**config.mk**
```make
export PLATFORM = sky130hd
export DESIGN_NAME = sram_lane_ctrl
export DESIGN_NICKNAME = d
export VERILOG_FILES = /design/src/rtl/sram_lane_ctrl.sv
export SDC_FILE = /design/constraint.sdc
export NUM_CORES = 1
export LEC_CHECK = 0
export ABC_AREA = 1
export BUFFER_PORTS_ARGS = -buffer_cell sky130_fd_sc_hd__buf_2
export CORE_ASPECT_RATIO = 0.7
export CORE_MARGIN = 5
export CORE_UTILIZATION = 48
export CTS_BUF_LIST = sky130_fd_sc_hd__clkbuf_4
export DETAILED_ROUTE_END_ITERATION = 16
export GPL_ROUTABILITY_DRIVEN = 1
export MAX_ROUTING_LAYER = met4
export PLACE_DENSITY = 0.82
export RECOVER_POWER = 100
export SKIP_CTS_REPAIR_TIMING = 1
export SLEW_MARGIN = 25
export SYNTH_ARGS = -nofsm -noshare
export SYNTH_HDL_FRONTEND = slang
export SYNTH_SLANG_ARGS = --single-unit
```
**constraint.sdc**
```tcl
create_clock -name clk -period 1.7 [get_ports clk]
set_clock_uncertainty 0.2 [all_clocks]
set_input_delay 0.34 -clock clk [delete_from_list [all_inputs] [get_ports clk]]
set_output_delay 0.34 -clock clk [all_outputs]
set_load 0.02 [all_outputs]
```
**src/rtl/sram_lane_ctrl.sv**
```systemverilog
module sram_lane_ctrl #(
  parameter int CLK_NS      = 10,
  parameter int T_CYCLE_NS  = 70,
  parameter int T_OE_NS     = 35,
  parameter int T_WP_NS     = 55,
  parameter int T_SETUP_NS  = 60,
  parameter int T_DW_NS     = 40,
  parameter int T_HZ_NS     = 30,
  parameter int AW          = 17
) (
  input  logic          clk,
  input  logic          rst,
  input  logic          req_valid,
  output logic          req_ready,
  input  logic          req_write,
  input  logic [AW-1:0] req_addr,
  input  logic [15:0]   req_wdata,
  input  logic [1:0]    req_be,
  output logic          rd_valid,
  output logic [15:0]   rd_data,
  output logic [AW-1:0] mem_addr,
  output logic          mem_cs_n,
  output logic          mem_we_n,
  output logic          mem_oe_n,
  output logic          mem_lb_n,
  output logic          mem_ub_n,
  output logic [15:0]   mem_dq_o,
  output logic          mem_dq_oe,
  input  logic [15:0]   mem_dq_i
);

  localparam int RD_NS  = (T_CYCLE_NS > T_OE_NS) ? T_CYCLE_NS : T_OE_NS;
  localparam int W1_NS  = (T_CYCLE_NS > T_WP_NS) ? T_CYCLE_NS : T_WP_NS;
  localparam int W2_NS  = (T_SETUP_NS > T_DW_NS) ? T_SETUP_NS : T_DW_NS;
  localparam int WR_NS  = (W1_NS > W2_NS) ? W1_NS : W2_NS;
  localparam int RD_CYC = (RD_NS + CLK_NS - 1) / CLK_NS;
  localparam int WR_CYC = (WR_NS + CLK_NS - 1) / CLK_NS;
  localparam int TA_RAW = (T_HZ_NS + CLK_NS - 1) / CLK_NS;
  localparam int TA_CYC = (TA_RAW < 1) ? 1 : TA_RAW;
  localparam int MAXC   = (RD_CYC > WR_CYC) ? ((RD_CYC > TA_CYC) ? RD_CYC : TA_CYC)
                                            : ((WR_CYC > TA_CYC) ? WR_CYC : TA_CYC);
  localparam int CW     = $clog2(MAXC + 1);

  if (CLK_NS < 1) begin : g_bad_clk
    $error("clock period must be positive");
  end
  if (RD_CYC * CLK_NS < RD_NS || WR_CYC * CLK_NS < T_WP_NS || TA_CYC * CLK_NS < T_HZ_NS) begin : g_bad_cnt
    $error("derived phase counts violate memory timing");
  end

  typedef enum logic [2:0] {S_IDLE, S_READ, S_TURN, S_WRITE, S_HOLD} state_t;

  state_t        state;
  logic [CW-1:0] cnt;
  logic          last;

  assign last      = (cnt == '0);
  assign req_ready = (state == S_IDLE);

  always_ff @(posedge clk) begin
    if (rst) begin
      state     <= S_IDLE;
      cnt       <= '0;
      mem_addr  <= '0;
      mem_cs_n  <= 1'b1;
      mem_we_n  <= 1'b1;
      mem_oe_n  <= 1'b1;
      mem_lb_n  <= 1'b1;
      mem_ub_n  <= 1'b1;
      mem_dq_o  <= '0;
      mem_dq_oe <= 1'b0;
      rd_valid  <= 1'b0;
      rd_data   <= '0;
    end else begin
      rd_valid <= 1'b0;
      case (state)
        S_IDLE: begin
          if (req_valid && req_be != 2'b00) begin
            mem_addr <= req_addr;
            mem_cs_n <= 1'b0;
            mem_lb_n <= ~req_be[0];
            mem_ub_n <= ~req_be[1];
            if (req_write) begin
              mem_we_n  <= 1'b0;
              mem_dq_o  <= req_wdata;
              mem_dq_oe <= 1'b1;
              cnt       <= CW'(WR_CYC - 1);
              state     <= S_WRITE;
            end else begin
              mem_oe_n <= 1'b0;
              cnt      <= CW'(RD_CYC - 1);
              state    <= S_READ;
            end
          end
        end
        S_READ: begin
          if (last) begin
            rd_data  <= {mem_ub_n ? 8'h00 : mem_dq_i[15:8],
                         mem_lb_n ? 8'h00 : mem_dq_i[7:0]};
            rd_valid <= 1'b1;
            mem_cs_n <= 1'b1;
            mem_oe_n <= 1'b1;
            mem_lb_n <= 1'b1;
            mem_ub_n <= 1'b1;
            cnt      <= CW'(TA_CYC - 1);
            state    <= S_TURN;
          end else begin
            cnt <= cnt - 1'b1;
          end
        end
        S_TURN: begin
          if (last) state <= S_IDLE;
          else      cnt   <= cnt - 1'b1;
        end
        S_WRITE: begin
          if (last) begin
            mem_we_n <= 1'b1;
            mem_cs_n <= 1'b1;
            mem_lb_n <= 1'b1;
            mem_ub_n <= 1'b1;
            state    <= S_HOLD;
          end else begin
            cnt <= cnt - 1'b1;
          end
        end
        S_HOLD: begin
          mem_dq_oe <= 1'b0;
          state     <= S_IDLE;
        end
        default: state <= S_IDLE;
      endcase
    end
  end

  assert_read_strobes_R2: assert property (@(posedge clk) disable iff (rst)
    !mem_oe_n |-> (mem_we_n && !mem_cs_n));

  assert_write_strobes_R4: assert property (@(posedge clk) disable iff (rst)
    !mem_we_n |-> (!mem_cs_n && mem_oe_n && mem_dq_oe));

  assert_valid_pulse_R3: assert property (@(posedge clk) disable iff (rst)
    rd_valid |=> !rd_valid);

  assert_lane_active_R5: assert property (@(posedge clk) disable iff (rst)
    !mem_cs_n |-> (!mem_lb_n || !mem_ub_n));

  assert_no_drive_on_read_R6: assert property (@(posedge clk) disable iff (rst)
    mem_dq_oe |-> mem_oe_n);

  assert_addr_stable_R9: assert property (@(posedge clk) disable iff (rst)
    (!mem_cs_n && !$past(mem_cs_n)) |-> $stable(mem_addr));

  assert_idle_quiet_R10: assert property (@(posedge clk) disable iff (rst)
    req_ready |-> (mem_cs_n && mem_we_n && mem_oe_n && !mem_dq_oe));

endmodule

```
* Word level (Yosys, flattened, before mapping)
Cells that the tools add are included.
** Cells by class
- Bitwise logic cells :: 3
- Reduce and logical (&&, ||, !) cells :: 21
- Mux-type cells :: 29
- Equal/unequal tests :: 12
- $add $sub $neg :: 1
** Operators with widths (count)
- $mux W3 :: 7
- $mux W8 :: 2
- $pmux W1 S2 :: 6
- $pmux W3 S4 :: 1
- $reduce_and A3 Y1 :: 4
- $reduce_and A4 Y1 :: 3
- $mux W1 :: 11
- $ne A2 B2 Y1 const B :: 5
- $reduce_bool A2 Y1 :: 5
- $pmux W3 S3 :: 1
- $eq A3 B2 Y1 const B :: 2
- $logic_not A3 Y1 :: 2
- $ne A2 B1 Y1 const B :: 3
- $reduce_or A2 Y1 :: 3
- $reduce_and A2 Y1 :: 2
- $eq A3 B1 Y1 const B :: 1
- $eq A3 B3 Y1 const B :: 1
- $not A1 Y1 :: 3
- $reduce_bool A3 Y1 :: 1
- $sub A3 B1 Y3 const B :: 1
- $mux W2 :: 1
- $logic_and A1 B1 Y1 :: 1
** Word-level totals
- Register bits :: 62
- Bits of input ports :: 55
- Word-level logic and storage cells :: 78

* Longest topological paths before layout
Gate-level depths: netlist of run 1.
- Depth after elaboration :: 4
- Depth in mapped cells :: 9

* Least setup slack after synthesis of run 1
Ideal clock, no wire load.
- Path kind :: flip-flop to flip-flop
- Start :: register state[1]
- End :: register mem_addr[0]
- Setup slack :: 0.244 ns
- Cell stages (with the launch flop) :: 8
- Required time :: 1.384 ns
- Setup time :: 0.116 ns
- Period minus slack after synthesis :: 1.456 ns
- Data arrival time :: 1.141 ns
- Cells stage by stage :: dfxtp_1 -> inv_2 -> nand2_1 -> nor2_4 -> nand2_2 -> buf_2 -> o21ai_0 -> nor2_1
** On the way
- Longest elaborated chain between the ends :: 2
** RTL lines
- from (decl) :: line 53 : state_t state;
- from (signal assigned) :: line 62 : state <= S_IDLE;
- from (signal assigned) :: line 88 : state <= S_WRITE;
- from (signal assigned) :: line 92 : state <= S_READ;
- $logic_not A3 Y1
- via req_ready :: line 14 : output logic req_ready,
- $reduce_and A2 Y1 (no line)
- to (signal assigned) :: line 79 : mem_addr <= req_addr;
- to (decl) :: line 21 : output logic [AW-1:0] mem_addr,
The timed path passes the listed nets, and every way through them passes these cells.
A chain may end at the register's enable or synchronous reset.

* Final worst setup path of run 1
- Start :: register state[1]
- End :: output port req_ready
** On the way
- Longest elaborated chain between the ends :: 1
** RTL lines
- $logic_not A3 Y1 :: line 58 : assign req_ready = (state == S_IDLE);
- to (decl) :: line 14
Every way passes these cells.

==> results_tabular.tex, run 1 <==
\begin{tabular}{lr}
\hline
Metric & Value \\
\hline
\multicolumn{2}{l}{\textbf{Status}} \\
\quad Run status & finished with violations \\
\quad Failing checks & negative hold slack, negative setup slack \\
\multicolumn{2}{l}{\textbf{Placed design}} \\
\quad GPL Wtd Cong & 0.929 \\
\quad Instance area at placement & 0.00300 sq mm \\
\quad Placed wire-length estimate after detailed placement & 4.52 mm \\
\quad Port buffer count & 111 \\
\quad Place WS & 129 ps \\
\quad Count of placed standard cells including taps & 486 \\
\multicolumn{2}{l}{\textbf{GRT}} \\
\quad Maximum number of pins on one net before global-route repair & 31 \\
\quad Residual overflow from global routing & 0 \\
\quad Global-route total usage across every layer & 0.196 \\
\quad First-pass GRT wire length & 10.0 mm \\
\quad Antenna violations before repair & 0 \\
\quad Via count of the first global-routing pass & 2170 \\
\multicolumn{2}{l}{\textbf{Clock network}} \\
\quad Clk buf depth & 2 \\
\quad Library cell used as clock root buffer & sky130\_fd\_sc\_hd\_\_clkbuf\_4 \\
\quad Clock slew at the register clock pins of the worst setup and hold paths & 100 ps \\
\quad Number of H-tree levels & 3 \\
\quad \# clock sinks & 62 \\
\quad Clock tree from TritonCTS & done \\
\quad TritonCTS Buffers & 9 \\
\quad Clock network latency to the later pin of the worst-skew pair & 390 ps \\
\multicolumn{2}{l}{\textbf{Setup path}} \\
\quad RR Endpoint & rd\_data[15]\$\_SDFFE\_PP0P\_ \\
\quad Slowest cell on crit path & sky130\_fd\_sc\_hd\_\_dfxtp\_4 \\
\quad R2R cell count & 7 \\
\quad Startpoint of the most critical register-to-register path & cnt[0]\$\_SDFFE\_PP0P\_ \\
\quad Kind of start point of the critical path & register \\
\quad Startpoint-to-endpoint class of the critical path & reg2out \\
\quad Endpoint class of the critical path & output port \\
\quad Register-to-register setup slack & 130 ps \\
\quad Path length in cells of the critical path & 4 \\
\quad Buf/Inv on CP & 2 \\
\quad Worst Path Arrival & 1200 ps \\
\quad CP Data Required Time & 1160 ps \\
\quad Largest incremental delay on the critical path & 380 ps \\
\quad Cell family with most CP delay & flip-flops \\
\quad Cells along the critical path & inv\_4 > nand2\_4 > nor2\_4 > buf\_6 \\
\quad CP Max Fanout & 6 \\
\multicolumn{2}{l}{\textbf{Drt}} \\
\quad Antenna-violating nets left & 0 \\
\quad Iteration count of the initial detailed-routing pass & 4 \\
\quad Post-detailed-route wirelength per cell & 12.4 um \\
\quad DRC violation total after the first TritonRoute iteration & 140 \\
\quad Total wirelength of the detailed-routed design & 6.56 mm \\
\quad Vias per inst & 4.76 \\
\quad Remaining DRCs & 0 \\
\quad Via count & 2521 \\
\multicolumn{2}{l}{\textbf{Yosys}} \\
\quad Most common cell in the synthesized netlist & sky130\_fd\_sc\_hd\_\_nor2\_1 \\
\quad Mapped Cells & 314 \\
\quad Number of enable-type register cells in the synthesized netlist & 0 \\
\quad Register area share after synthesis & 0.519 \\
\quad Post-synthesis async set-or-reset flop share & 0 \\
\quad Top post-synthesis cells by area & sky130\_fd\_sc\_hd\_\_dfxtp\_1, sky130\_fd\_sc\_hd\_\_nor2\_1, sky130\_fd\_sc\_hd\_\_o21ai\_0 \\
\quad Yosys warning count & 0 \\
\quad Synthesized flop and latch total & 62 \\
\quad Cell area after synthesis & 0.00239 sq mm \\
\quad Cell type with the largest total area after synthesis & sky130\_fd\_sc\_hd\_\_dfxtp\_1 \\
\quad Share of the synthesized area in the top cell type & 0.519 \\
\quad Number of nets in the synthesized netlist & 371 \\
\quad Average footprint of a synthesized cell & 7.62 sq um \\
\quad Count of cell types in the netlist & 22 \\
\quad Most used flip-flop cell after synthesis & sky130\_fd\_sc\_hd\_\_dfxtp\_1 \\
\quad Most used standard cells in the synthesized netlist & sky130\_fd\_sc\_hd\_\_nor2\_1, sky130\_fd\_sc\_hd\_\_dfxtp\_1, sky130\_fd\_sc\_hd\_\_nand2\_1, sky130\_fd\_sc\_hd\_\_o21ai\_0, sky130\_fd\_sc\_hd\_\_nand3\_1 \\
\multicolumn{2}{l}{\textbf{Finish}} \\
\quad End-of-flow core utilization & 0.717 \\
\quad Antenna diode count & 0 \\
\quad Combined flip-flop and latch cell area & 0.00125 sq mm \\
\quad Count of fill cells added during filler insertion & 397 \\
\quad Post-layout instance area & 0.00345 sq mm \\
\quad Nets & 514 \\
\quad Area Overhead vs Synth & 44.0\% \\
\quad Number of non-filler instances in the completed layout & 530 \\
\quad Multi-input gate area in the final layout & 0.00103 sq mm \\
\quad Share of final-layout standard cells stronger than drive strength 1 & 0.332 \\
\multicolumn{2}{l}{\textbf{Timing}} \\
\quad Hold Slack & -9.69 ps \\
\quad Max-slew headroom & 0.761 \\
\quad Sum of negative setup slack & -35.2 ps \\
\quad Fraction of the cycle the final worst path needs & 1.02 \\
\quad Slew at the pin closest to its max-slew limit & 358 ps \\
\quad Final setup margin & -35.2 ps \\
\quad RSZ-0062 raised after global routing & true \\
\quad Fmax & 576 MHz \\
\quad Post-layout minimum cycle time & 1740 ps \\
\quad Final number of hold-violating endpoints & 4 \\
\quad Final-report setup violation count & 1 \\
\quad Number of max-slew violations in the final report & 0 \\
\multicolumn{2}{l}{\textbf{Flow run}} \\
\quad Maximum capacitance violations & 0 \\
\multicolumn{2}{l}{\textbf{Power and ir drop}} \\
\quad Pwr Density & 1310 mW/mm\^{}2 \\
\quad Final Total Pwr & 4.51 mW \\
\quad Leakage power & 1.69 nW \\
\quad Worst vdd ir & 683 uV \\
\multicolumn{2}{l}{\textbf{Floorplan}} \\
\quad Core Region & 0.00481 sq mm \\
\quad Overall die area & 0.00652 sq mm \\
\quad Horizontal extent of the die & 94.4 um \\
\quad Initial Utilization & 0.498 \\
\quad Row count & 21 \\
\quad Ports placed on the boundary & 112 \\
\quad Vertical die dimension & 69.1 um \\
\multicolumn{2}{l}{\textbf{Worst hold path}} \\
\quad Endpoint with the worst hold slack & mem\_dq\_o[1]\$\_SDFFE\_PP0P\_ \\
\quad Worst hold-check path type & in2reg \\
\quad Cell count of the worst hold path & 3 \\
\quad Hold\_sp & req\_wdata[1] \\
\hline
\end{tabular}
[layer usage]
| layer | vias to the layer above | track usage | wire (um) |
|---|---|---|---|
| met4 | 0 | 0.0337 | 87 |
| li1 | 1296 | - | - |
| met3 | 11 | 0.0772 | 523 |
| met1 | 1120 | 0.251 | 2830 |
| met2 | 94 | 0.297 | 3120 |
| met5 | - | - | 0 |
[cell families after synthesis]
| family | count (synthesis) | share of synthesized area |
|---|---|---|
| simple gates | 159 | 0.280 |
| flops | 62 | 0.519 |
| compound gates | 60 | 0.125 |
| buf+inv | 30 | 0.0617 |
| fa+ha+maj | 2 | 0.0105 |
| xor+xnor | 1 | 0.00366 |
[report_power, final]
group          switching (mW)  internal, mW
clock network           0.482         0.424
logic                    1.12         0.645
registers               0.142          1.70
total                    1.74          2.77
[how the worst max path moves through the flow]
stage	from	slack (ps)	to
6_report	state[1]$_SDFFE_PP0P_	-40	req_ready
3_3_place_gp	cnt[0]$_SDFFE_PP0P_	140	cnt[2]$_SDFFE_PP0P_
4_1_cts	state[1]$_SDFFE_PP0P_	-150	req_ready
3_5_place_dp	state[2]$_SDFFE_PP0P_	130	mem_dq_o[12]$_SDFFE_PP0P_
5_1_grt	state[1]$_SDFFE_PP0P_	-90	req_ready
2_1_floorplan	state[1]$_SDFFE_PP0P_	240	mem_addr[0]$_SDFFE_PP0P_
[flip-flops by register name (all words and copies together), names as in the netlist]
| name | count |
|---|---|
| mem_ub_n | 1 |
| rd_valid | 1 |
| rd_data | 16 |
| mem_we_n | 1 |
| cnt | 3 |
| mem_oe_n | 1 |
| state | 3 |
| mem_dq_oe | 1 |
| mem_dq_o | 16 |
| mem_addr | 17 |
| mem_lb_n | 1 |
| mem_cs_n | 1 |
[cell type report]
type	instances	area share
sequential	62	0.362
multi-input combinational	222	0.298
inverter	18	0.0225
clock inverter	6	0.0156
tap	69	0.0250
clock buffer	9	0.0196
timing repair buffer	144	0.257
[worst register-to-register path, cell delays in order (launching register included)]
cell and delay [ps]:
sky130_fd_sc_hd__dfxtp_1 310, sky130_fd_sc_hd__inv_1 100, sky130_fd_sc_hd__ha_1 170, sky130_fd_sc_hd__nand2_1 140
sky130_fd_sc_hd__nor2_4 180, sky130_fd_sc_hd__inv_2 150, sky130_fd_sc_hd__nand3_1 110, sky130_fd_sc_hd__o21ai_0 90
[cells in the final DEF (no fill, tap or decap), drive strengths merged]
cell and instances:
nand3 21, nor2 88, dlygate4sd3 26, clkinv 7
o21ai 55, inv 15, nand2 49, ha 2
clkbuf 9, xor2 1, clkinvlp 1, bufinv 1
a21oi 5, buf 118, dfxtp 62, nand4 1
Power figures use the tool's default switching activity.
==> run 2: changes to the inputs <==
--- a/config.mk
+++ b/config.mk
@@ -7,7 +7,6 @@
 export LEC_CHECK = 0
 export ABC_AREA = 1
 export BUFFER_PORTS_ARGS = -buffer_cell sky130_fd_sc_hd__buf_2
-export CORE_ASPECT_RATIO = 0.7
 export CORE_MARGIN = 5
 export CORE_UTILIZATION = 48
 export CTS_BUF_LIST = sky130_fd_sc_hd__clkbuf_4
==> results_tabular.tex, run 2 (synthesis results as in run 1) <==
\begin{tabular}{lr}
\hline
Metric & Value \\
\hline
\multicolumn{2}{l}{\textbf{Timing}} \\
\quad Post-layout minimum cycle time & 1730 ps \\
\quad Fraction of the cycle the final worst path needs & 1.02 \\
\quad Final number of hold-violating endpoints & 2 \\
\quad Final-report setup violation count & 1 \\
\quad Sum of negative setup slack & -28.4 ps \\
\quad Fmax & 579 MHz \\
\quad Number of max-slew violations in the final report & 0 \\
\quad RSZ-0062 raised after global routing & true \\
\quad Final setup margin & -28.4 ps \\
\quad Slew at the pin closest to its max-slew limit & 359 ps \\
\quad Max-slew headroom & 0.760 \\
\quad Hold Slack & -1.62 ps \\
\multicolumn{2}{l}{\textbf{Worst hold path}} \\
\quad Hold\_sp & req\_addr[6] \\
\quad Cell count of the worst hold path & 3 \\
\quad Worst hold-check path type & in2reg \\
\quad Endpoint with the worst hold slack & mem\_addr[6]\$\_SDFFE\_PP0P\_ \\
\multicolumn{2}{l}{\textbf{Floorplan}} \\
\quad Horizontal extent of the die & 80.6 um \\
\quad Core Region & 0.00479 sq mm \\
\quad Overall die area & 0.00650 sq mm \\
\quad Initial Utilization & 0.500 \\
\quad Vertical die dimension & 80.6 um \\
\quad Row count & 25 \\
\quad Ports placed on the boundary & 112 \\
\multicolumn{2}{l}{\textbf{Finish}} \\
\quad Area Overhead vs Synth & 36.6\% \\
\quad Leading cell types in the layout, fill and taps excluded & sky130\_fd\_sc\_hd\_\_nor2\_1, sky130\_fd\_sc\_hd\_\_dfxtp\_1, sky130\_fd\_sc\_hd\_\_clkbuf\_1, sky130\_fd\_sc\_hd\_\_buf\_2, sky130\_fd\_sc\_hd\_\_o21ai\_0 \\
\quad Antenna diode count & 0 \\
\quad Count of fill cells added during filler insertion & 449 \\
\quad Register with the most flip-flops & mem\_addr \\
\quad Nets & 506 \\
\quad Largest registers & mem\_addr x17, mem\_dq\_o x16, rd\_data x16 \\
\quad Leading cell type in the layout, fill and taps excluded & sky130\_fd\_sc\_hd\_\_nor2\_1 \\
\quad Number of flip-flops in the largest register & 17 \\
\quad Share of final-layout standard cells stronger than drive strength 1 & 0.216 \\
\multicolumn{2}{l}{\textbf{Drt}} \\
\quad Remaining DRCs & 0 \\
\quad Iteration count of the initial detailed-routing pass & 4 \\
\quad Total wirelength of the detailed-routed design & 6.72 mm \\
\quad DRC violation total after the first TritonRoute iteration & 116 \\
\quad Via count & 2521 \\
\quad Vias per inst & 4.84 \\
\quad Antenna-violating nets left & 0 \\
\quad Post-detailed-route wirelength per cell & 12.9 um \\
\multicolumn{2}{l}{\textbf{Setup path}} \\
\quad RR Endpoint & state[1]\$\_SDFFE\_PP0P\_ \\
\quad R2R cell count & 6 \\
\quad Startpoint-to-endpoint class of the critical path & reg2out \\
\quad Worst Path Arrival & 1190 ps \\
\quad Startpoint of the most critical register-to-register path & state[2]\$\_SDFFE\_PP0P\_ \\
\quad Register-to-register setup slack & 40 ps \\
\quad Kind of start point of the critical path & register \\
\quad CP Data Required Time & 1160 ps \\
\quad CP Max Fanout & 6 \\
\quad Endpoint class of the critical path & output port \\
\multicolumn{2}{l}{\textbf{Power and ir drop}} \\
\quad Final Total Pwr & 4.39 mW \\
\quad Worst vdd ir & 980 uV \\
\quad Leakage power & 1.42 nW \\
\quad Pwr Density & 1340 mW/mm\^{}2 \\
\multicolumn{2}{l}{\textbf{Clock network}} \\
\quad Clock tree from TritonCTS & done \\
\quad Clock slew at the register clock pins of the worst setup and hold paths & 110 ps \\
\quad Number of H-tree levels & 3 \\
\quad \# clock sinks & 62 \\
\quad Clock network latency to the later pin of the worst-skew pair & 390 ps \\
\quad Library cell used as clock root buffer & sky130\_fd\_sc\_hd\_\_clkbuf\_4 \\
\quad TritonCTS Buffers & 9 \\
\quad Clk buf depth & 2 \\
\multicolumn{2}{l}{\textbf{GRT}} \\
\quad Residual overflow from global routing & 0 \\
\quad Global-route total usage across every layer & 0.197 \\
\quad First-pass GRT wire length & 9.73 mm \\
\quad Antenna violations before repair & 0 \\
\quad Via count of the first global-routing pass & 2290 \\
\quad Maximum number of pins on one net before global-route repair & 42 \\
\multicolumn{2}{l}{\textbf{Placed design}} \\
\quad Port buffer count & 111 \\
\quad Place WS & 70.6 ps \\
\quad Placed wire-length estimate after detailed placement & 4.61 mm \\
\quad GPL Wtd Cong & 0.867 \\
\multicolumn{2}{l}{\textbf{Flow run}} \\
\quad Maximum capacitance violations & 0 \\
\multicolumn{2}{l}{\textbf{Status}} \\
\quad Failing checks & negative hold slack, negative setup slack \\
\quad Run status & finished with violations \\
\hline
\end{tabular}
[run 2: cell types whose count changed in the layout (fill, tap and decap cells not counted), sizes merged]
cell and change:
clkbuf +58, dlygate4sd3 -9, buf -55, bufinv -1
[run 2: layer usage]
metal	global-route usage	wire, um	up-vias
met5	-	0	-
met4	0.105	135	0
met3	0.0437	562	15
met2	0.343	3360	108
met1	0.207	2670	1118
li1	-	-	1280
[run 2: area by class of cell]
cell class	count	area [sq um]	area share
inverter	18	80.1	0.0245
timing repair buffer	136	722	0.221
multi-input combinational	222	1030	0.315
clock inverter	5	26.3	0.00804
clock buffer	11	82.6	0.0253
sequential	62	1250	0.381
tap	67	83.8	0.0256
[run 2: per-stage QoR]
step	std cells	hold WS [ps]	utilization	cell area, sq um
2_1_floorplan	314	209	-	2390
3_3_place_gp	484	236	0.624	2990
3_5_place_dp	484	235	0.624	2990
4_1_cts	500	-30.2	0.647	3090
5_1_grt	521	-0.308	0.683	3270
6_report	521	-1.62	0.683	3270
[run 2: critical path, cell delays in order, from the launching register on]
cell and delay (ps):
sky130_fd_sc_hd__dfxtp_4 390, sky130_fd_sc_hd__inv_4 80, sky130_fd_sc_hd__nand2_4 50, sky130_fd_sc_hd__nor2_4 140
sky130_fd_sc_hd__buf_6 140
[run 2: worst max-delay path by stage]
stage,from,to,slack [ps]
2_1_floorplan,state[1]$_SDFFE_PP0P_,mem_addr[0]$_SDFFE_PP0P_,240
3_3_place_gp,state[1]$_SDFFE_PP0P_,mem_addr[8]$_SDFFE_PP0P_,150
3_5_place_dp,state[1]$_SDFFE_PP0P_,mem_addr[9]$_SDFFE_PP0P_,70
4_1_cts,state[1]$_SDFFE_PP0P_,req_ready,-180
5_1_grt,state[2]$_SDFFE_PP0P_,state[1]$_SDFFE_PP0P_,-130
6_report,state[1]$_SDFFE_PP0P_,req_ready,-30
[run 2: where the power goes]
group | total (mW) | internal, mW | switching, mW
clock network | 0.836 | 0.322 | 0.514
registers | 1.85 | 1.70 | 0.150
logic | 1.70 | 0.566 | 1.13
total | 4.39 | 2.59 | 1.80
==> run 3: changes to the inputs <==
--- a/config.mk
+++ b/config.mk
@@ -7,13 +7,15 @@
 export LEC_CHECK = 0
 export ABC_AREA = 1
 export BUFFER_PORTS_ARGS = -buffer_cell sky130_fd_sc_hd__buf_2
+export CELL_PAD_IN_SITES_DETAIL_PLACEMENT = 0
+export CELL_PAD_IN_SITES_GLOBAL_PLACEMENT = 1
 export CORE_MARGIN = 5
-export CORE_UTILIZATION = 48
+export CORE_UTILIZATION = 33
 export CTS_BUF_LIST = sky130_fd_sc_hd__clkbuf_4
 export DETAILED_ROUTE_END_ITERATION = 16
 export GPL_ROUTABILITY_DRIVEN = 1
 export MAX_ROUTING_LAYER = met4
-export PLACE_DENSITY = 0.82
+export PLACE_DENSITY_LB_ADDON = 0.1
 export RECOVER_POWER = 100
 export SKIP_CTS_REPAIR_TIMING = 1
 export SLEW_MARGIN = 25
==> results_tabular.tex, run 3 (synthesis results as in run 1) <==
\begin{tabular}{lr}
\hline
Metric & Value \\
\hline
\multicolumn{2}{l}{\textbf{Finish}} \\
\quad Leading cell types in the layout, fill and taps excluded & sky130\_fd\_sc\_hd\_\_nor2\_1, sky130\_fd\_sc\_hd\_\_dfxtp\_1, sky130\_fd\_sc\_hd\_\_clkbuf\_1, sky130\_fd\_sc\_hd\_\_buf\_2, sky130\_fd\_sc\_hd\_\_o21ai\_0 \\
\quad Register with the most flip-flops & mem\_addr \\
\quad Antenna diode count & 0 \\
\quad Number of flip-flops in the largest register & 17 \\
\quad End-of-flow core utilization & 0.470 \\
\quad Number of non-filler instances in the completed layout & 560 \\
\quad Area Overhead vs Synth & 40.8\% \\
\quad Largest registers & mem\_addr x17, mem\_dq\_o x16, rd\_data x16 \\
\quad Share of final-layout standard cells stronger than drive strength 1 & 0.217 \\
\quad Leading cell type in the layout, fill and taps excluded & sky130\_fd\_sc\_hd\_\_nor2\_1 \\
\quad Nets & 513 \\
\quad Post-layout instance area & 0.00337 sq mm \\
\multicolumn{2}{l}{\textbf{Flow run}} \\
\quad Maximum capacitance violations & 0 \\
\multicolumn{2}{l}{\textbf{Floorplan}} \\
\quad Core Region & 0.00718 sq mm \\
\quad Ports placed on the boundary & 112 \\
\quad Vertical die dimension & 95.2 um \\
\quad Horizontal extent of the die & 95.2 um \\
\quad Overall die area & 0.00906 sq mm \\
\quad Initial Utilization & 0.334 \\
\quad Row count & 31 \\
\multicolumn{2}{l}{\textbf{Placed design}} \\
\quad Count of placed standard cells including taps & 517 \\
\quad Placed wire-length estimate after detailed placement & 4.73 mm \\
\quad Port buffer count & 111 \\
\quad Place WS & 132 ps \\
\quad Instance area at placement & 0.00303 sq mm \\
\quad GPL Wtd Cong & 0.832 \\
\multicolumn{2}{l}{\textbf{Setup path}} \\
\quad Endpoint class of the critical path & output port \\
\quad Worst Path Arrival & 1120 ps \\
\quad Slowest cell on crit path & sky130\_fd\_sc\_hd\_\_dfxtp\_4 \\
\quad Startpoint-to-endpoint class of the critical path & reg2out \\
\quad Kind of start point of the critical path & register \\
\quad Cell family with most CP delay & flip-flops \\
\quad CP Max Fanout & 6 \\
\quad CP Data Required Time & 1160 ps \\
\quad Largest incremental delay on the critical path & 380 ps \\
\quad Cells along the critical path & inv\_4 > nand2\_4 > nor2\_4 > buf\_6 \\
\quad Buf/Inv on CP & 2 \\
\multicolumn{2}{l}{\textbf{GRT}} \\
\quad Maximum number of pins on one net before global-route repair & 32 \\
\quad First-pass GRT wire length & 10.4 mm \\
\quad Gr busiest metal & met2 \\
\quad Fraction of met2 tracks used by global routing & 0.226 \\
\quad Met3 GRT Util & 0.0434 \\
\quad Antenna violations before repair & 0 \\
\quad Residual overflow from global routing & 0 \\
\quad Via count of the first global-routing pass & 2232 \\
\quad Global-route total usage across every layer & 0.154 \\
\quad Global-route met1 utilization & 0.195 \\
\multicolumn{2}{l}{\textbf{Drt}} \\
\quad Iteration count of the initial detailed-routing pass & 4 \\
\quad Post-detailed-route wirelength per cell & 12.1 um \\
\quad Total wirelength of the detailed-routed design & 6.75 mm \\
\quad Vias per inst & 4.36 \\
\quad Via count & 2440 \\
\quad Antenna-violating nets left & 0 \\
\quad Remaining DRCs & 0 \\
\quad DRC violation total after the first TritonRoute iteration & 50 \\
\multicolumn{2}{l}{\textbf{Clock network}} \\
\quad Clock slew at the register clock pins of the worst setup and hold paths & 110 ps \\
\quad Library cell used as clock root buffer & sky130\_fd\_sc\_hd\_\_clkbuf\_4 \\
\quad Number of H-tree levels & 3 \\
\quad \# clock sinks & 62 \\
\quad Clock network latency to the later pin of the worst-skew pair & 390 ps \\
\quad Clock tree from TritonCTS & done \\
\quad TritonCTS Buffers & 9 \\
\quad Clk buf depth & 2 \\
\multicolumn{2}{l}{\textbf{Power and ir drop}} \\
\quad Pwr Density & 1290 mW/mm\^{}2 \\
\quad Worst vdd ir & 678 uV \\
\quad Final Total Pwr & 4.36 mW \\
\quad Leakage power & 1.46 nW \\
\multicolumn{2}{l}{\textbf{Timing}} \\
\quad Number of max-slew violations in the final report & 0 \\
\quad Slew at the pin closest to its max-slew limit & 301 ps \\
\quad Fraction of the cycle the final worst path needs & 0.977 \\
\quad Final-report setup violation count & 0 \\
\quad Fmax & 602 MHz \\
\quad Max-slew headroom & 0.799 \\
\quad Sum of negative setup slack & 0 ps \\
\quad RSZ-0062 raised after global routing & true \\
\quad Hold Slack & -7.70 ps \\
\quad Post-layout minimum cycle time & 1660 ps \\
\quad Final number of hold-violating endpoints & 6 \\
\quad Final setup margin & 38.3 ps \\
\multicolumn{2}{l}{\textbf{Status}} \\
\quad Run status & finished with violations \\
\quad Failing checks & negative hold slack \\
\multicolumn{2}{l}{\textbf{Worst hold path}} \\
\quad Worst hold-check path type & in2reg \\
\hline
\end{tabular}
## run 3: path summary, 6_finish.rpt
kind,depth (start not counted),slack (ps),end,from
setup reg to reg,8,110,mem_addr[14]$_SDFFE_PP0P_,state[1]$_SDFFE_PP0P_
hold reg to reg,2,250,mem_cs_n$_SDFFE_PP1P_,mem_cs_n$_SDFFE_PP1P_
hold / removal,3,-8,mem_addr[9]$_SDFFE_PP0P_,req_addr[9]
setup / recovery,4,40,req_ready,state[1]$_SDFFE_PP0P_
## run 3: area by class of cell
class	instances	area, sq um
sequential	62	1250
clock inverter	5	26.3
inverter	18	77.6
fill	803	3810
timing repair buffer	143	790
clock buffer	11	82.6
multi-input combinational	222	1020
tap	99	124
## run 3: where the power goes
part	switching, mW	internal, mW
Combinational	1.10	0.575
Clock	0.525	0.322
Sequential	0.139	1.70
## run 3: routing by layer
| layer | vias to the layer above | routed length, um |
|---|---|---|
| met5 | - | 0 |
| met4 | 0 | 80 |
| met3 | 6 | 448 |
| met2 | 71 | 3070 |
| met1 | 1065 | 3150 |
| li1 | 1298 | - |
## run 3: worst reg2reg max path, stage by stage, from the launching register on
cell and delay, ps:
sky130_fd_sc_hd__dfxtp_4 380, sky130_fd_sc_hd__inv_4 70, sky130_fd_sc_hd__nand2_4 50, sky130_fd_sc_hd__nor2_4 110, sky130_fd_sc_hd__buf_4 130, sky130_fd_sc_hd__nand2_2 100
sky130_fd_sc_hd__clkbuf_2 210, sky130_fd_sc_hd__o21ai_0 190, sky130_fd_sc_hd__nor2_1 50
